File: src/rtl/tmr_pkg.sv
package tmr_pkg;
  localparam logic [2:0] A_MODE   = 3'd0;
  localparam logic [2:0] A_CMP    = 3'd1;
  localparam logic [2:0] A_CMD    = 3'd2;
  localparam logic [2:0] A_IEN    = 3'd3;
  localparam logic [2:0] A_IDIS   = 3'd4;
  localparam logic [2:0] A_IMASK  = 3'd5;
  localparam logic [2:0] A_STATUS = 3'd6;
  localparam logic [2:0] A_COUNT  = 3'd7;

  localparam int CMD_EN   = 0;
  localparam int CMD_DIS  = 1;
  localparam int CMD_TRIG = 2;
  localparam int MODE_OS  = 3;

  localparam logic [2:0] SEL_DIV2 = 3'd0;
  localparam logic [2:0] SEL_SLOW = 3'd4;
  localparam int         NUM_DIV  = 4;
endpackage

File: src/rtl/tmr_prescaler.sv
module tmr_prescaler
  import tmr_pkg::*;
(
  input  logic       clk_i,
  input  logic       rst_ni,
  input  logic       clr_i,
  input  logic [2:0] sel_i,
  input  logic       slow_i,
  output logic       tick_o
);
  localparam int PRE_W = 2 * NUM_DIV - 1;

  logic [PRE_W-1:0]   pre_q;
  logic [NUM_DIV-1:0] div_tick;

  always_ff @(posedge clk_i or negedge rst_ni) begin
    if (!rst_ni)     pre_q <= '0;
    else if (clr_i)  pre_q <= '0;
    else             pre_q <= pre_q + {{(PRE_W-1){1'b0}}, 1'b1};
  end

  // divider k ticks every 2^(2k+1) cycles
  for (genvar k = 0; k < NUM_DIV; k++) begin : g_div
    assign div_tick[k] = &pre_q[2*k:0];
  end

  always_comb begin
    if (sel_i < SEL_SLOW)       tick_o = div_tick[sel_i[1:0]];
    else if (sel_i == SEL_SLOW) tick_o = slow_i;
    else                        tick_o = 1'b0;
  end

  AST_DIV2_ALTERNATE: assert property (@(posedge clk_i) disable iff (!rst_ni)
    (tick_o && sel_i == SEL_DIV2 && !clr_i) |=> (sel_i != SEL_DIV2 || !tick_o));
endmodule

File: src/rtl/tmr_counter.sv
module tmr_counter #(
  parameter int CNT_W = 16
) (
  input  logic             clk_i,
  input  logic             rst_ni,
  input  logic             tick_i,
  input  logic             en_i,
  input  logic             dis_i,
  input  logic             trig_i,
  input  logic             one_shot_i,
  input  logic [CNT_W-1:0] cmp_i,
  output logic [CNT_W-1:0] cnt_o,
  output logic             active_o,
  output logic             match_o
);
  localparam logic [CNT_W-1:0] ONE = {{(CNT_W-1){1'b0}}, 1'b1};

  logic [CNT_W-1:0] cnt_q;
  logic             active_q;
  logic             hit;

  assign hit     = (cnt_q == cmp_i);
  assign match_o = active_q && tick_i && hit && !trig_i;

  always_ff @(posedge clk_i or negedge rst_ni) begin
    if (!rst_ni)                   cnt_q <= '0;
    else if (trig_i)               cnt_q <= '0;
    else if (active_q && tick_i)   cnt_q <= hit ? '0 : cnt_q + ONE;
  end

  // disable wins over enable; one-shot halts on match
  always_ff @(posedge clk_i or negedge rst_ni) begin
    if (!rst_ni)                      active_q <= 1'b0;
    else if (dis_i)                   active_q <= 1'b0;
    else if (en_i)                    active_q <= 1'b1;
    else if (match_o && one_shot_i)   active_q <= 1'b0;
  end

  assign cnt_o    = cnt_q;
  assign active_o = active_q;

  AST_ONESHOT_HALT: assert property (@(posedge clk_i) disable iff (!rst_ni)
    (match_o && one_shot_i && !en_i) |=> !active_q);
  AST_PERIODIC_WRAP: assert property (@(posedge clk_i) disable iff (!rst_ni)
    (match_o && !one_shot_i && !dis_i) |=> (cnt_q == '0 && active_q));
  AST_HOLD_WHEN_OFF: assert property (@(posedge clk_i) disable iff (!rst_ni)
    (!active_q && !trig_i) |=> $stable(cnt_q));
  AST_DIS_WINS: assert property (@(posedge clk_i) disable iff (!rst_ni)
    dis_i |=> !active_q);
endmodule

File: src/rtl/tmr_regs.sv
module tmr_regs
  import tmr_pkg::*;
#(
  parameter int CNT_W  = 16,
  parameter int DATA_W = 32
) (
  input  logic              clk_i,
  input  logic              rst_ni,
  input  logic              wr_en_i,
  input  logic              rd_en_i,
  input  logic [2:0]        addr_i,
  input  logic [DATA_W-1:0] wdata_i,
  output logic [DATA_W-1:0] rdata_o,
  input  logic [CNT_W-1:0]  cnt_i,
  input  logic              active_i,
  input  logic              cmp_evt_i,
  output logic [2:0]        sel_o,
  output logic              one_shot_o,
  output logic [CNT_W-1:0]  cmp_o,
  output logic              en_o,
  output logic              dis_o,
  output logic              trig_o,
  output logic              irq_o
);
  logic [2:0]       sel_q;
  logic             os_q;
  logic [CNT_W-1:0] cmp_q;
  logic             mask_q;
  logic             sts_q;
  logic             wr_mode, wr_cmp, wr_cmd, wr_ien, wr_idis, rd_sts;

  assign wr_mode = wr_en_i && addr_i == A_MODE;
  assign wr_cmp  = wr_en_i && addr_i == A_CMP;
  assign wr_cmd  = wr_en_i && addr_i == A_CMD;
  assign wr_ien  = wr_en_i && addr_i == A_IEN;
  assign wr_idis = wr_en_i && addr_i == A_IDIS;
  assign rd_sts  = rd_en_i && addr_i == A_STATUS;

  always_ff @(posedge clk_i or negedge rst_ni) begin
    if (!rst_ni) begin
      sel_q <= '0;
      os_q  <= 1'b0;
      cmp_q <= '0;
    end else begin
      if (wr_mode) begin
        sel_q <= wdata_i[2:0];
        os_q  <= wdata_i[MODE_OS];
      end
      if (wr_cmp) cmp_q <= wdata_i[CNT_W-1:0];
    end
  end

  always_ff @(posedge clk_i or negedge rst_ni) begin
    if (!rst_ni)                      mask_q <= 1'b0;
    else if (wr_idis && wdata_i[0])   mask_q <= 1'b0;
    else if (wr_ien && wdata_i[0])    mask_q <= 1'b1;
  end

  // a new event beats the read-clear
  always_ff @(posedge clk_i or negedge rst_ni) begin
    if (!rst_ni)        sts_q <= 1'b0;
    else if (cmp_evt_i) sts_q <= 1'b1;
    else if (rd_sts)    sts_q <= 1'b0;
  end

  always_comb begin
    rdata_o = '0;
    unique case (addr_i)
      A_MODE:   begin rdata_o[2:0] = sel_q; rdata_o[MODE_OS] = os_q; end
      A_CMP:    rdata_o[CNT_W-1:0] = cmp_q;
      A_IMASK:  rdata_o[0] = mask_q;
      A_STATUS: begin rdata_o[0] = sts_q; rdata_o[1] = active_i; end
      A_COUNT:  rdata_o[CNT_W-1:0] = cnt_i;
      default:  rdata_o = '0;
    endcase
  end

  assign en_o       = wr_cmd && wdata_i[CMD_EN];
  assign dis_o      = wr_cmd && wdata_i[CMD_DIS];
  assign trig_o     = wr_cmd && wdata_i[CMD_TRIG];
  assign sel_o      = sel_q;
  assign one_shot_o = os_q;
  assign cmp_o      = cmp_q;
  assign irq_o      = sts_q && mask_q;

  logic unused_wdata;
  assign unused_wdata = ^wdata_i;

  AST_FLAG_SET: assert property (@(posedge clk_i) disable iff (!rst_ni)
    cmp_evt_i |=> sts_q);
  AST_READ_CLEARS: assert property (@(posedge clk_i) disable iff (!rst_ni)
    (rd_sts && !cmp_evt_i) |=> !sts_q);
  AST_IEN_SETS: assert property (@(posedge clk_i) disable iff (!rst_ni)
    (wr_ien && wdata_i[0]) |=> mask_q);
  AST_IDIS_CLEARS: assert property (@(posedge clk_i) disable iff (!rst_ni)
    (wr_idis && wdata_i[0]) |=> !mask_q);
endmodule

File: src/rtl/evt_timer_chan.sv
module evt_timer_chan #(
  parameter int CNT_W  = 16,
  parameter int DATA_W = 32
) (
  input  logic              clk_i,
  input  logic              rst_ni,
  input  logic              slow_tick_i,
  input  logic              wr_en_i,
  input  logic              rd_en_i,
  input  logic [2:0]        addr_i,
  input  logic [DATA_W-1:0] wdata_i,
  output logic [DATA_W-1:0] rdata_o,
  output logic              irq_o
);
  logic [2:0]       sel;
  logic             one_shot, en, dis, trig, tick, active, match;
  logic [CNT_W-1:0] cmp, cnt;

  tmr_regs #(.CNT_W(CNT_W), .DATA_W(DATA_W)) i_regs (
    .clk_i, .rst_ni, .wr_en_i, .rd_en_i, .addr_i, .wdata_i, .rdata_o,
    .cnt_i(cnt), .active_i(active), .cmp_evt_i(match),
    .sel_o(sel), .one_shot_o(one_shot), .cmp_o(cmp),
    .en_o(en), .dis_o(dis), .trig_o(trig), .irq_o
  );

  tmr_prescaler i_pre (
    .clk_i, .rst_ni, .clr_i(trig), .sel_i(sel), .slow_i(slow_tick_i), .tick_o(tick)
  );

  tmr_counter #(.CNT_W(CNT_W)) i_cnt (
    .clk_i, .rst_ni, .tick_i(tick), .en_i(en), .dis_i(dis), .trig_i(trig),
    .one_shot_i(one_shot), .cmp_i(cmp), .cnt_o(cnt), .active_o(active),
    .match_o(match)
  );

  AST_IRQ_NEEDS_RUN: assert property (@(posedge clk_i) disable iff (!rst_ni)
    $rose(irq_o) && !$past(wr_en_i) |-> $past(active));
endmodule

File: config.mk
export PLATFORM = sky130hd
export DESIGN_NAME = evt_timer_chan
export DESIGN_NICKNAME = d
export VERILOG_FILES = /design/src/rtl/tmr_pkg.sv /design/src/rtl/tmr_prescaler.sv /design/src/rtl/tmr_counter.sv /design/src/rtl/tmr_regs.sv /design/src/rtl/evt_timer_chan.sv
export SDC_FILE = /design/constraint.sdc
export NUM_CORES = 1
export LEC_CHECK = 0
export ABC_AREA = 1
export BUFFER_PORTS_ARGS = -buffer_cell sky130_fd_sc_hd__buf_2
export CELL_PAD_IN_SITES_DETAIL_PLACEMENT = 1
export CELL_PAD_IN_SITES_GLOBAL_PLACEMENT = 2
export CORE_MARGIN = 2
export CORE_UTILIZATION = 27
export DETAILED_ROUTE_END_ITERATION = 12
export GPL_ROUTABILITY_DRIVEN = 1
export PLACE_DENSITY = 0.77
export SLEW_MARGIN = 0
export SYNTH_ARGS = -nofsm -noshare
export SYNTH_HDL_FRONTEND = slang
export SYNTH_SLANG_ARGS = --single-unit
File: constraint.sdc
create_clock -name clk_i -period 1.74 [get_ports clk_i]
set_input_delay 0.087 -clock clk_i [delete_from_list [all_inputs] [get_ports clk_i]]
set_output_delay 0.087 -clock clk_i [all_outputs]
set_load 0.01 [all_outputs]
# Word level (Yosys, flattened, before mapping)

Index checks and enable logic that the tools add are counted.

$lt $le $gt $ge: 2
Eq/ne operators: 9
Reductions and logical operators: 25
Add/sub/neg operators: 2
Multiplexer cells: 19

Operators with widths:

| operator                | number |
|---|---|
| $mux W16                | 3 |
| $pmux W12 S2            | 1 |
| $add A16 B1 Y16 const B | 1 |
| $eq A16 B16 Y1          | 1 |
| $logic_and A1 B1 Y1     | 16 |
| $eq A3 B3 Y1 const B    | 5 |
| $mux W1                 | 10 |
| $add A7 B1 Y7 const B   | 1 |
| $mux W7                 | 1 |
| $reduce_and A7 Y1       | 1 |
| $eq A3 B2 Y1 const B    | 2 |
| $pmux W2 S3             | 1 |
| $reduce_bool A2 Y1      | 3 |
| $pmux W1 S5             | 1 |
| $reduce_and A5 Y1       | 1 |
| $pmux W1 S4             | 1 |
| $eq A3 B1 Y1 const B    | 1 |
| $logic_not A3 Y1        | 1 |
| $lt A2 B3 Y1 const B    | 1 |
| $lt A3 B3 Y1 const B    | 1 |
| $reduce_and A3 Y1       | 1 |
| $reduce_bool A3 Y1      | 1 |
| $bmux W1 S2             | 1 |
| $logic_not A1 Y1        | 1 |

Output and inout bits: 33
Flip-flop bits (word level): 46
Bits of input ports: 40

# Longest topological paths before layout

Gate-level depths: netlist (run 1).

Depth after elaboration: 11
Mapped depth: 16

# By module

From an unflattened synthesis (run 1), not the netlist that was laid out.

Cell total of the unflattened synthesis: 438
Area, all modules: 2945.3 um^2

Modules (own cells, without submodules):

| module        | cells each | instances | area an instance (um^2) | seq. area each (um^2) |
|---|---|---|---|---|
| tmr_regs      | 196        | 1         | 1333.8                  | 550.5 |
| tmr_counter   | 189        | 1         | 1203.7                  | 425.4 |
| tmr_prescaler | 53         | 1         | 407.9                   | 175.2 |

# Worst setup path before layout (run 1)

OpenSTA, ideal clock, no wires.

Kind: register to register
Start point: register i_pre.pre_q[0]
End point: register i_cnt.cnt_q[11] (netlist: i_cnt.cnt_o[11])
Cell stages (with the launch flop): 17
Path slack: 0.079 ns
Arrival time: 1.596 ns
Required time: 1.675 ns
Path through: dfrtp_1 ha_1 inv_1 nor2_2 ha_1 inv_1 nand2_1 nand3_1 nand2_1 inv_1 nand2_1 nand2_1 nand2_2 inv_2 buf_6 nand2_1 nand2_1

Longest elaborated chain between the ends: 6
Elaborated cells on any way between the ends: 8

RTL lines:

| what                                            | RTL line            | source |
|---|---|---|
| from (decl)                                     | tmr_prescaler.sv:13 | `logic [PRE_W-1:0] pre_q;` |
| from (signal assigned)                          | tmr_prescaler.sv:19 | `else pre_q <= pre_q + {{(PRE_W-1){1'b0}}, 1'b1};` |
| $reduce_and A7 Y1, or another cell as far along | tmr_prescaler.sv:24 | `assign div_tick[k] = &pre_q[2*k:0];` |
| $bmux W1 S2 *                                   | tmr_prescaler.sv:28 | `if (sel_i < SEL_SLOW) tick_o = div_tick[sel_i[1:0]];` |
| $mux W1 (implied by the code) *                 | tmr_prescaler.sv:28 |  |
| $mux W1 *                                       | tmr_prescaler.sv:28 |  |
| $logic_and A1 B1 Y1 *                           | tmr_counter.sv:28   | `else if (active_q && tick_i) cnt_q <= hit ? '0 : cnt_q + ONE;` |
| $reduce_bool A2 Y1 (no source line) *           | n/a                 |  |
| to (signal assigned)                            | tmr_counter.sv:28   |  |
| to (decl)                                       | tmr_counter.sv:18   | `logic [CNT_W-1:0] cnt_q;` |

Mark *: on every way between the ends. The rest lies on a longest branch, timed or not. The select of a mux whose other input is x is not followed.
A chain may end at the register's enable or synchronous reset.

# Worst setup path in the final report (run 1)

Start point: register i_pre.pre_q[0]
End point: register i_cnt.cnt_q[14] (netlist: i_cnt.cnt_o[14])

The elaborated chain is that of the path after synthesis.

==> qor.yml, run 1 <==
status:
  outcome: "complete, no violations"
grt:
  grt_max_degree: 29
  global_route_wire_length_before_repair_um: 14500
  grt_pass1_vias: 2957
  met1_usage: 0.195
  grt-ovfl-total: 0
  antenna_found_initial: 0
  groute.usage.overall: 0.155
  groute.layer.met2.usage: 0.276
  global_route.peak_usage_layer: "met2"
  global_route.usage.met3: 0.0294
placement:
  portBuffers: 40
  placer_congestion: 0.781
  place_worst_setup_slack_ps: -55.1
  hpwl_dp_um: 6850
  place_inst: 604
timing:
  layout_setup_ws_ps: 26.6
  unrepaired_setup_endpoints_after_global_routing: "yes"
  fmax_mhz: 584
  setup-violations-final: 0
  totalNegativeSetupSlack_ps: 0
  drv_slew: 0
  timing.final.crit_share: 0.985
  worst_hold_slack_ps: 12.6
  timing.clock.skew_ps: 7.75
  finalCriticalPeriod_ps: 1710
  timing_hold_violations_final: 0
synthesis:
  yosysSeqAreaShare: 0.377
  most_frequently_used_flop_master_after_synthesis: "sky130_fd_sc_hd__dfrtp_1"
  synth_area_per_cell_um2: 7.26
  synth.ff_latch_count: 46
  synth_enable_flop_cells: 0
  yosysUniqueCellTypes: 31
  postSynth.asyncResetShare: 1.00
  netlist_area_um2: 3060
  synth.yosys.warnings: 0
  synth_cells: 421
clock_tree:
  clkSinkCount: 46
  inserted_clock_buffers: 5
  cts_max_path_buffers: 2
  clkTransAtPathRegs_ps: 60
  insertion_delay_to_the_later_sink_of_the_worst_skew_pair_ps: 290
  cts_tree: "built"
  clock_tree.root_cell: "sky130_fd_sc_hd__clkbuf_16"
  h_tree_levels: 2
power_and_ir_drop:
  power.density_nw_per_um2: 999
  cellLeakagePower_uw: 0.00187
  ir_worst_vdd_v: 0.000478
final_layout:
  drive_gt1_frac: 0.228
  n_antenna_cell: 0
  layout.nets: 521
  area.growth.synth_to_final_pct: 22.9
  fin_cells: 618
  multi_input_area_um2: 1620
  nFillCells: 1385
  regArea_um2: 1150
route:
  drt-initial-drc-count: 70
  totalWireLength_um: 9070
  routed_wire_per_std_cell_um: 14.7
  drt-vias-per-instance: 4.55
  route.vias.total: 2811
  drcViolationCount: 0
  drt_pre_antenna_iters: 4
  final_antenna_net_count: 0
floorplan:
  design.die.area_um2: 12200
  die_span_in_y_um: 110
  fp.dieW_um: 110
  floorplan.io_pins: 73
  floorplan.core_area_um2: 10900
  placement_rows: 38
  floorplan.initialDensity: 0.279
setup_path:
  worst_setup_path_end_kind: "register"
  setup.worst_path.start_class: "register"
  path_class: "reg -> reg"
  critPathRequiredTime_ps: 1970
  path_max_fanout: 8
  crit_arrival_ps: 1940
run:
  max-cap-violations: 0
hold_path:
  worstHoldPathType: "in -> reg"
[placed cells by master, fill, tap and decap left out, drive strengths merged]
cell and instances:
o211ai 1, dlygate4sd3 5, dfrtp 46, nand2 140, bufinv 1, buf 58, clkinv 2, conb 16
inv 51, a21oi 5, nor3 5, nand4 6, o22ai 5, clkbuf 8, nor2 48, nand3 25
a32o 2, a41oi 1, o21ai 16, o2111ai 2, xnor2 14, xor2 11, ha 4, a31oi 3
a22o 3
[cells in the mapped netlist, types with 2 or more instances]
| cell type | instances | area share |
|---|---|---|
| sky130_fd_sc_hd__inv_1 | 40 | 0.049 |
| sky130_fd_sc_hd__inv_2 | 11 | 0.014 |
| sky130_fd_sc_hd__nor3_1 | 4 | 0.0066 |
| sky130_fd_sc_hd__clkbuf_2 | 5 | 0.0082 |
| sky130_fd_sc_hd__clkinv_1 | 2 | 0.0025 |
| sky130_fd_sc_hd__o21ai_0 | 13 | 0.021 |
| sky130_fd_sc_hd__nor2_2 | 4 | 0.0082 |
| sky130_fd_sc_hd__buf_2 | 2 | 0.0033 |
| sky130_fd_sc_hd__nand2_1 | 137 | 0.17 |
| sky130_fd_sc_hd__a22o_1 | 3 | 0.0086 |
| sky130_fd_sc_hd__nor2_1 | 39 | 0.048 |
| sky130_fd_sc_hd__nor2_4 | 5 | 0.018 |
| sky130_fd_sc_hd__nand2_2 | 3 | 0.0061 |
| sky130_fd_sc_hd__xor2_1 | 11 | 0.032 |
| sky130_fd_sc_hd__buf_6 | 5 | 0.018 |
| sky130_fd_sc_hd__a31oi_1 | 3 | 0.0061 |
| sky130_fd_sc_hd__nand4_1 | 6 | 0.012 |
| sky130_fd_sc_hd__o2111ai_1 | 2 | 0.0057 |
| sky130_fd_sc_hd__o22ai_1 | 5 | 0.010 |
| sky130_fd_sc_hd__o21ai_2 | 3 | 0.0086 |
| sky130_fd_sc_hd__buf_4 | 18 | 0.044 |
| sky130_fd_sc_hd__dfrtp_1 | 46 | 0.38 |
| sky130_fd_sc_hd__a21oi_1 | 5 | 0.0082 |
| sky130_fd_sc_hd__a32o_1 | 2 | 0.0066 |
| sky130_fd_sc_hd__nand3_1 | 25 | 0.041 |
| sky130_fd_sc_hd__xnor2_1 | 14 | 0.040 |
| sky130_fd_sc_hd__ha_1 | 4 | 0.016 |
[power by group]
part | switching [uW] | leakage, uW | total [uW] | internal [uW]
registers | 217 | 0.000589 | 1500 | 1290
logic | 657 | 0.00120 | 1150 | 493
clock network | 416 | 0.0000781 | 1100 | 680
total | 1290 | 0.00187 | 3750 | 2460
[routing by layer]
metal / up-vias / part of all wire
met2: 39 / 0.51
met3: 5 / 0.031
met4: 0 / 0.0064
met1: 1371 / 0.45
met5: - / 0
li1: 1396 / -
[repair_timing]
action	CTS	global route
gates resized for setup	5	21
pin swaps	2	10
gates cloned	0	1
hold endpoints to repair	22	0
endpoints found under the setup margin	17	18
setup buffers	1	1
hold buffers	5	0
[area by class of cell]
| cell class | instances | share of cell area |
|---|---|---|
| Multi-Input combinational cell | 307 | 0.432 |
| Inverter | 53 | 0.0550 |
| Clock buffer | 7 | 0.0353 |
| Sequential cell | 46 | 0.307 |
| Timing Repair Buffer | 64 | 0.117 |
| Tap cell | 140 | 0.0467 |
| Clock inverter | 1 | 0.00800 |
[path summary, 6_finish.rpt]
| kind | from | slack, ps | endpoint | cells past startpoint |
|---|---|---|---|---|
| setup / recovery | i_pre.pre_q[0] | 30 | i_cnt.cnt_o[14] | 15 |
| hold / removal | wdata_i[7] | 10 | i_regs.cmp_o[7] | 3 |
| setup reg to reg | i_pre.pre_q[0] | 30 | i_cnt.cnt_o[14] | 15 |
| hold reg to reg | i_pre.pre_q[6] | 520 | i_pre.pre_q[6] | 2 |
| max in group asynchronous | rst_ni | 920 | i_regs.sel_o[1] | 3 |
| min in group asynchronous | rst_ni | 290 | i_cnt.cnt_o[3] | 2 |
[cell families after synthesis]
logic type	after synthesis	share of synthesized area
xor gates and xnor gates	25	0.0717
adders and majority gates	4	0.0164
AOI/OAI and AO/OA	38	0.0807
and+or+nand+nor	224	0.314
other	1	0.00123
buffers and inverters	83	0.139
DFF	46	0.377
[state kept, by name, indices dropped and copies added, names as in the netlist]
register / count
i_regs.sts_q: 1
i_regs.sel_o: 3
i_cnt.cnt_o: 16
i_regs.cmp_o: 16
i_regs.mask_q: 1
i_cnt.active_o: 1
i_regs.one_shot_o: 1
i_pre.pre_q: 7
[worst max-delay path, stage by stage (launching register included)]
cell and delay (ps):
sky130_fd_sc_hd__dfrtp_1 360, sky130_fd_sc_hd__ha_2 200, sky130_fd_sc_hd__inv_2 40, sky130_fd_sc_hd__nor2_4 130, sky130_fd_sc_hd__ha_4 140, sky130_fd_sc_hd__inv_2 30
sky130_fd_sc_hd__nand2_2 50, sky130_fd_sc_hd__nand3_2 60, sky130_fd_sc_hd__nand2_1 60, sky130_fd_sc_hd__inv_1 40, sky130_fd_sc_hd__nand2_2 60, sky130_fd_sc_hd__nand2_4 70
sky130_fd_sc_hd__inv_4 90, sky130_fd_sc_hd__clkbuf_16 150, sky130_fd_sc_hd__nand4_1 80, sky130_fd_sc_hd__nand2_1 80
[stage by stage]
step           total power, uW  instance area, um^2  utilization
2_1_floorplan             2190                 3110            -
3_3_place_gp              2480                 3430        0.314
3_5_place_dp              2540                 3430        0.314
4_1_cts                   3660                 3650        0.333
5_1_grt                   4030                 3750        0.343
6_report                  3750                 3750        0.343
Power figures use the tool's default switching activity.
==> inputs of run 2 (changes only) <==
RECOVER_POWER = 25   (was default)
==> qor.yml, run 2 (synthesized netlist as in run 1, its figures left out) <==
route:
  drcViolationCount: 0  # unchanged
  drt-initial-drc-count: 72  # +2.9%
  drt_pre_antenna_iters: 4  # unchanged
  route.vias.total: 2802  # -0.32%
  totalWireLength_um: 9060  # -0.11%
  final_antenna_net_count: 0  # unchanged
  routed_wire_per_std_cell_um: 14.7  # -0.11%
  drt-vias-per-instance: 4.53  # -0.32%
setup_path:
  worst_setup_path_end_kind: "register"
  critical_path.top_delay_family: "simple AND/OR/NAND/NOR gates"
  regToRegEndpoint: "i_cnt.cnt_o[14]"
  critPathRequiredTime_ps: 1970  # about the same
  reg2reg_setup_slack_ps: 30  # about the same
  timing.critical_path.slowest_stage_cell: "sky130_fd_sc_hd__dfrtp_1"
  sequence_of_cells_on_the_critical_path: "ha_2, inv_2, nor2_4, ha_4, inv_2, nand2_2, nand3_2, nand2_1, inv_1, nand2_2, nand2_4, inv_4, clkbuf_16, nand4_1, nand2_1"
  crit-reg2reg-launch: "i_pre.pre_q[0]"
  path_class: "reg -> reg"
  critical_path_depth: 15  # unchanged
  path_max_fanout: 8  # unchanged
  timing.critical_path.buf_inv: 5  # unchanged
  cpPeakStageDelay_ps: 360  # about the same
  ff2ff_path_depth: 15  # unchanged
  setup.worst_path.start_class: "register"
  crit_arrival_ps: 1940  # about the same
clock_tree:
  clkSinkCount: 46  # unchanged
  insertion_delay_to_the_later_sink_of_the_worst_skew_pair_ps: 290  # about the same
  clkTransAtPathRegs_ps: 60  # about the same
  clock_tree.root_cell: "sky130_fd_sc_hd__clkbuf_16"
  cts_max_path_buffers: 2  # unchanged
  inserted_clock_buffers: 5  # unchanged
  cts_tree: "built"
  h_tree_levels: 2  # unchanged
floorplan:
  floorplan.initialDensity: 0.279  # unchanged
  floorplan.io_pins: 73  # unchanged
  fp.dieW_um: 110  # unchanged
  die_span_in_y_um: 110  # unchanged
  design.die.area_um2: 12200  # unchanged
  placement_rows: 38  # unchanged
  floorplan.core_area_um2: 10900  # unchanged
final_layout:
  layout.nets: 521  # unchanged
  drive_gt1_frac: 0.218  # -0.0105
  multi_input_area_um2: 1610  # -0.46%
  nFillCells: 1384  # -0.072%
  n_antenna_cell: 0  # unchanged
  layout.cells.most_common: "sky130_fd_sc_hd__nand2_1"
  most-common-layout-cells: "sky130_fd_sc_hd__nand2_1 (133), sky130_fd_sc_hd__dfrtp_1 (46), sky130_fd_sc_hd__inv_1 (40), sky130_fd_sc_hd__buf_2 (38), sky130_fd_sc_hd__nor2_1 (37)"
  regArea_um2: 1150  # unchanged
  area.growth.synth_to_final_pct: 22.6
placement:
  placer_congestion: 0.781  # unchanged
  place_worst_setup_slack_ps: -55.1  # unchanged
  portBuffers: 40  # unchanged
  hpwl_dp_um: 6850  # unchanged
power_and_ir_drop:
  swShare: 0.344  # about the same
  power.density_nw_per_um2: 1000  # +0.17%
  combinationalPowerShare: 0.306  # about the same
  cellLeakagePower_uw: 0.00186  # -0.32%
  switching_pwr_uw: 1290  # -0.17%
  p_seq_frac: 0.401  # about the same
  power_frac_clock: 0.293  # about the same
  ir_worst_vdd_v: 0.000479  # +0.30%
  p_int_uw: 2460  # about the same
timing:
  finalCriticalPeriod_ps: 1710  # -2.51 ps
  slew_headroom: 0.241
  setup-violations-final: 0  # unchanged
  fmax_mhz: 585  # +0.15%
  timing.clock.skew_ps: 8.23  # +0.479 ps
  timing_hold_violations_final: 0  # unchanged
  layout_setup_ws_ps: 29.1  # +2.51 ps
  timing.final.crit_share: 0.983  # -0.00144
  worst-slew-pin-transition_ps: 1140
  drv_slew: 0  # unchanged
  unrepaired_setup_endpoints_after_global_routing: "yes"
  worst_hold_slack_ps: 12.6  # -0.0672 ps
grt:
  grt-ovfl-total: 0  # unchanged
  met1_usage: 0.195  # unchanged
  grt_max_degree: 29  # unchanged
  grt_pass1_vias: 2957  # unchanged
  global_route.usage.met3: 0.0294  # unchanged
  groute.usage.overall: 0.155  # unchanged
  global_route_wire_length_before_repair_um: 14500  # unchanged
  antenna_found_initial: 0  # unchanged
  global_route.peak_usage_layer: "met2"
  groute.layer.met2.usage: 0.276  # unchanged
run:
  max-cap-violations: 0  # unchanged
hold_path:
  worstHoldPathType: "in -> reg"
  timing.hold.worst_path_depth: 3  # unchanged
  worst_min_delay_path_startpoint: "wdata_i[7]"
  min_delay_worst_endpoint: "i_regs.cmp_o[7]"
status:
  outcome: "complete, no violations"
run 2: changes by cell type in the layout (fill, tap and decap cells not counted), sizes merged:
cell	delta
buf	-2
clkbuf	+2
run 2: how the worst max path moves through the flow:
stage	start	endpoint	slack, ps
3_5_place_dp	i_pre.pre_q[0]	i_cnt.active_o	-60
5_1_grt	i_pre.pre_q[0]	i_cnt.cnt_o[14]	-80
3_3_place_gp	i_pre.pre_q[0]	i_cnt.active_o	1
4_1_cts	i_pre.pre_q[0]	i_cnt.cnt_o[2]	-0.9
2_1_floorplan	i_pre.pre_q[0]	i_cnt.cnt_o[11]	80
6_report	i_pre.pre_q[0]	i_cnt.cnt_o[14]	30
run 2: through the flow:
| step | cells | power, uW | utilization | instance area, um^2 | TNS, ps |
|---|---|---|---|---|---|
| after floorplan | 436 | 2190 | - | 3110 | 0 |
| after global placement | 604 | 2480 | 0.314 | 3430 | 0 |
| after detailed placement | 604 | 2540 | 0.314 | 3430 | -703 |
| after CTS | 617 | 3660 | 0.333 | 3650 | -0.877 |
| after global routing | 618 | 4030 | 0.342 | 3740 | -1160 |
| final | 618 | 3750 | 0.342 | 3740 | 0 |
run 2: area by class of cell:
type / instances / area share
multi-input combinational: 307 / 0.431
sequential: 46 / 0.307
timing repair buffer: 64 / 0.117
inverter: 53 / 0.0551
tap: 140 / 0.0468
clock buffer: 7 / 0.0354
clock inverter: 1 / 0.00802
run 2: power groups by stage:
stage	Sequential (uW)	Clock (uW)	Combinational, uW
6_report	1500	1100	1150
5_1_grt	1540	1170	1320
4_1_cts	1490	1130	1030
3_5_place_dp	1510	0	1020
3_3_place_gp	1500	0	985
2_1_floorplan	1430	0	762
run 2: what timing repair did:
item / in CTS / in global routing
gates cloned: 0 / 1
buffers inserted: 1 / 1
hold buffers: 5 / 0
resized for setup: 5 / 21
pin swaps: 2 / 10
endpoints found under the setup margin: 17 / 18
hold endpoints to repair: 22 / 0
run 2: routing by layer:
layer | vias up | part of all wire
met5 | - | 0
met4 | 0 | 0.0064
met3 | 5 | 0.031
met2 | 39 | 0.51
met1 | 1363 | 0.45
li1 | 1395 | -
run 2: worst min-delay path: cells and delay by family:
kind          cells  cell delay, ps
simple gates      2             110
buf+inv           1              80
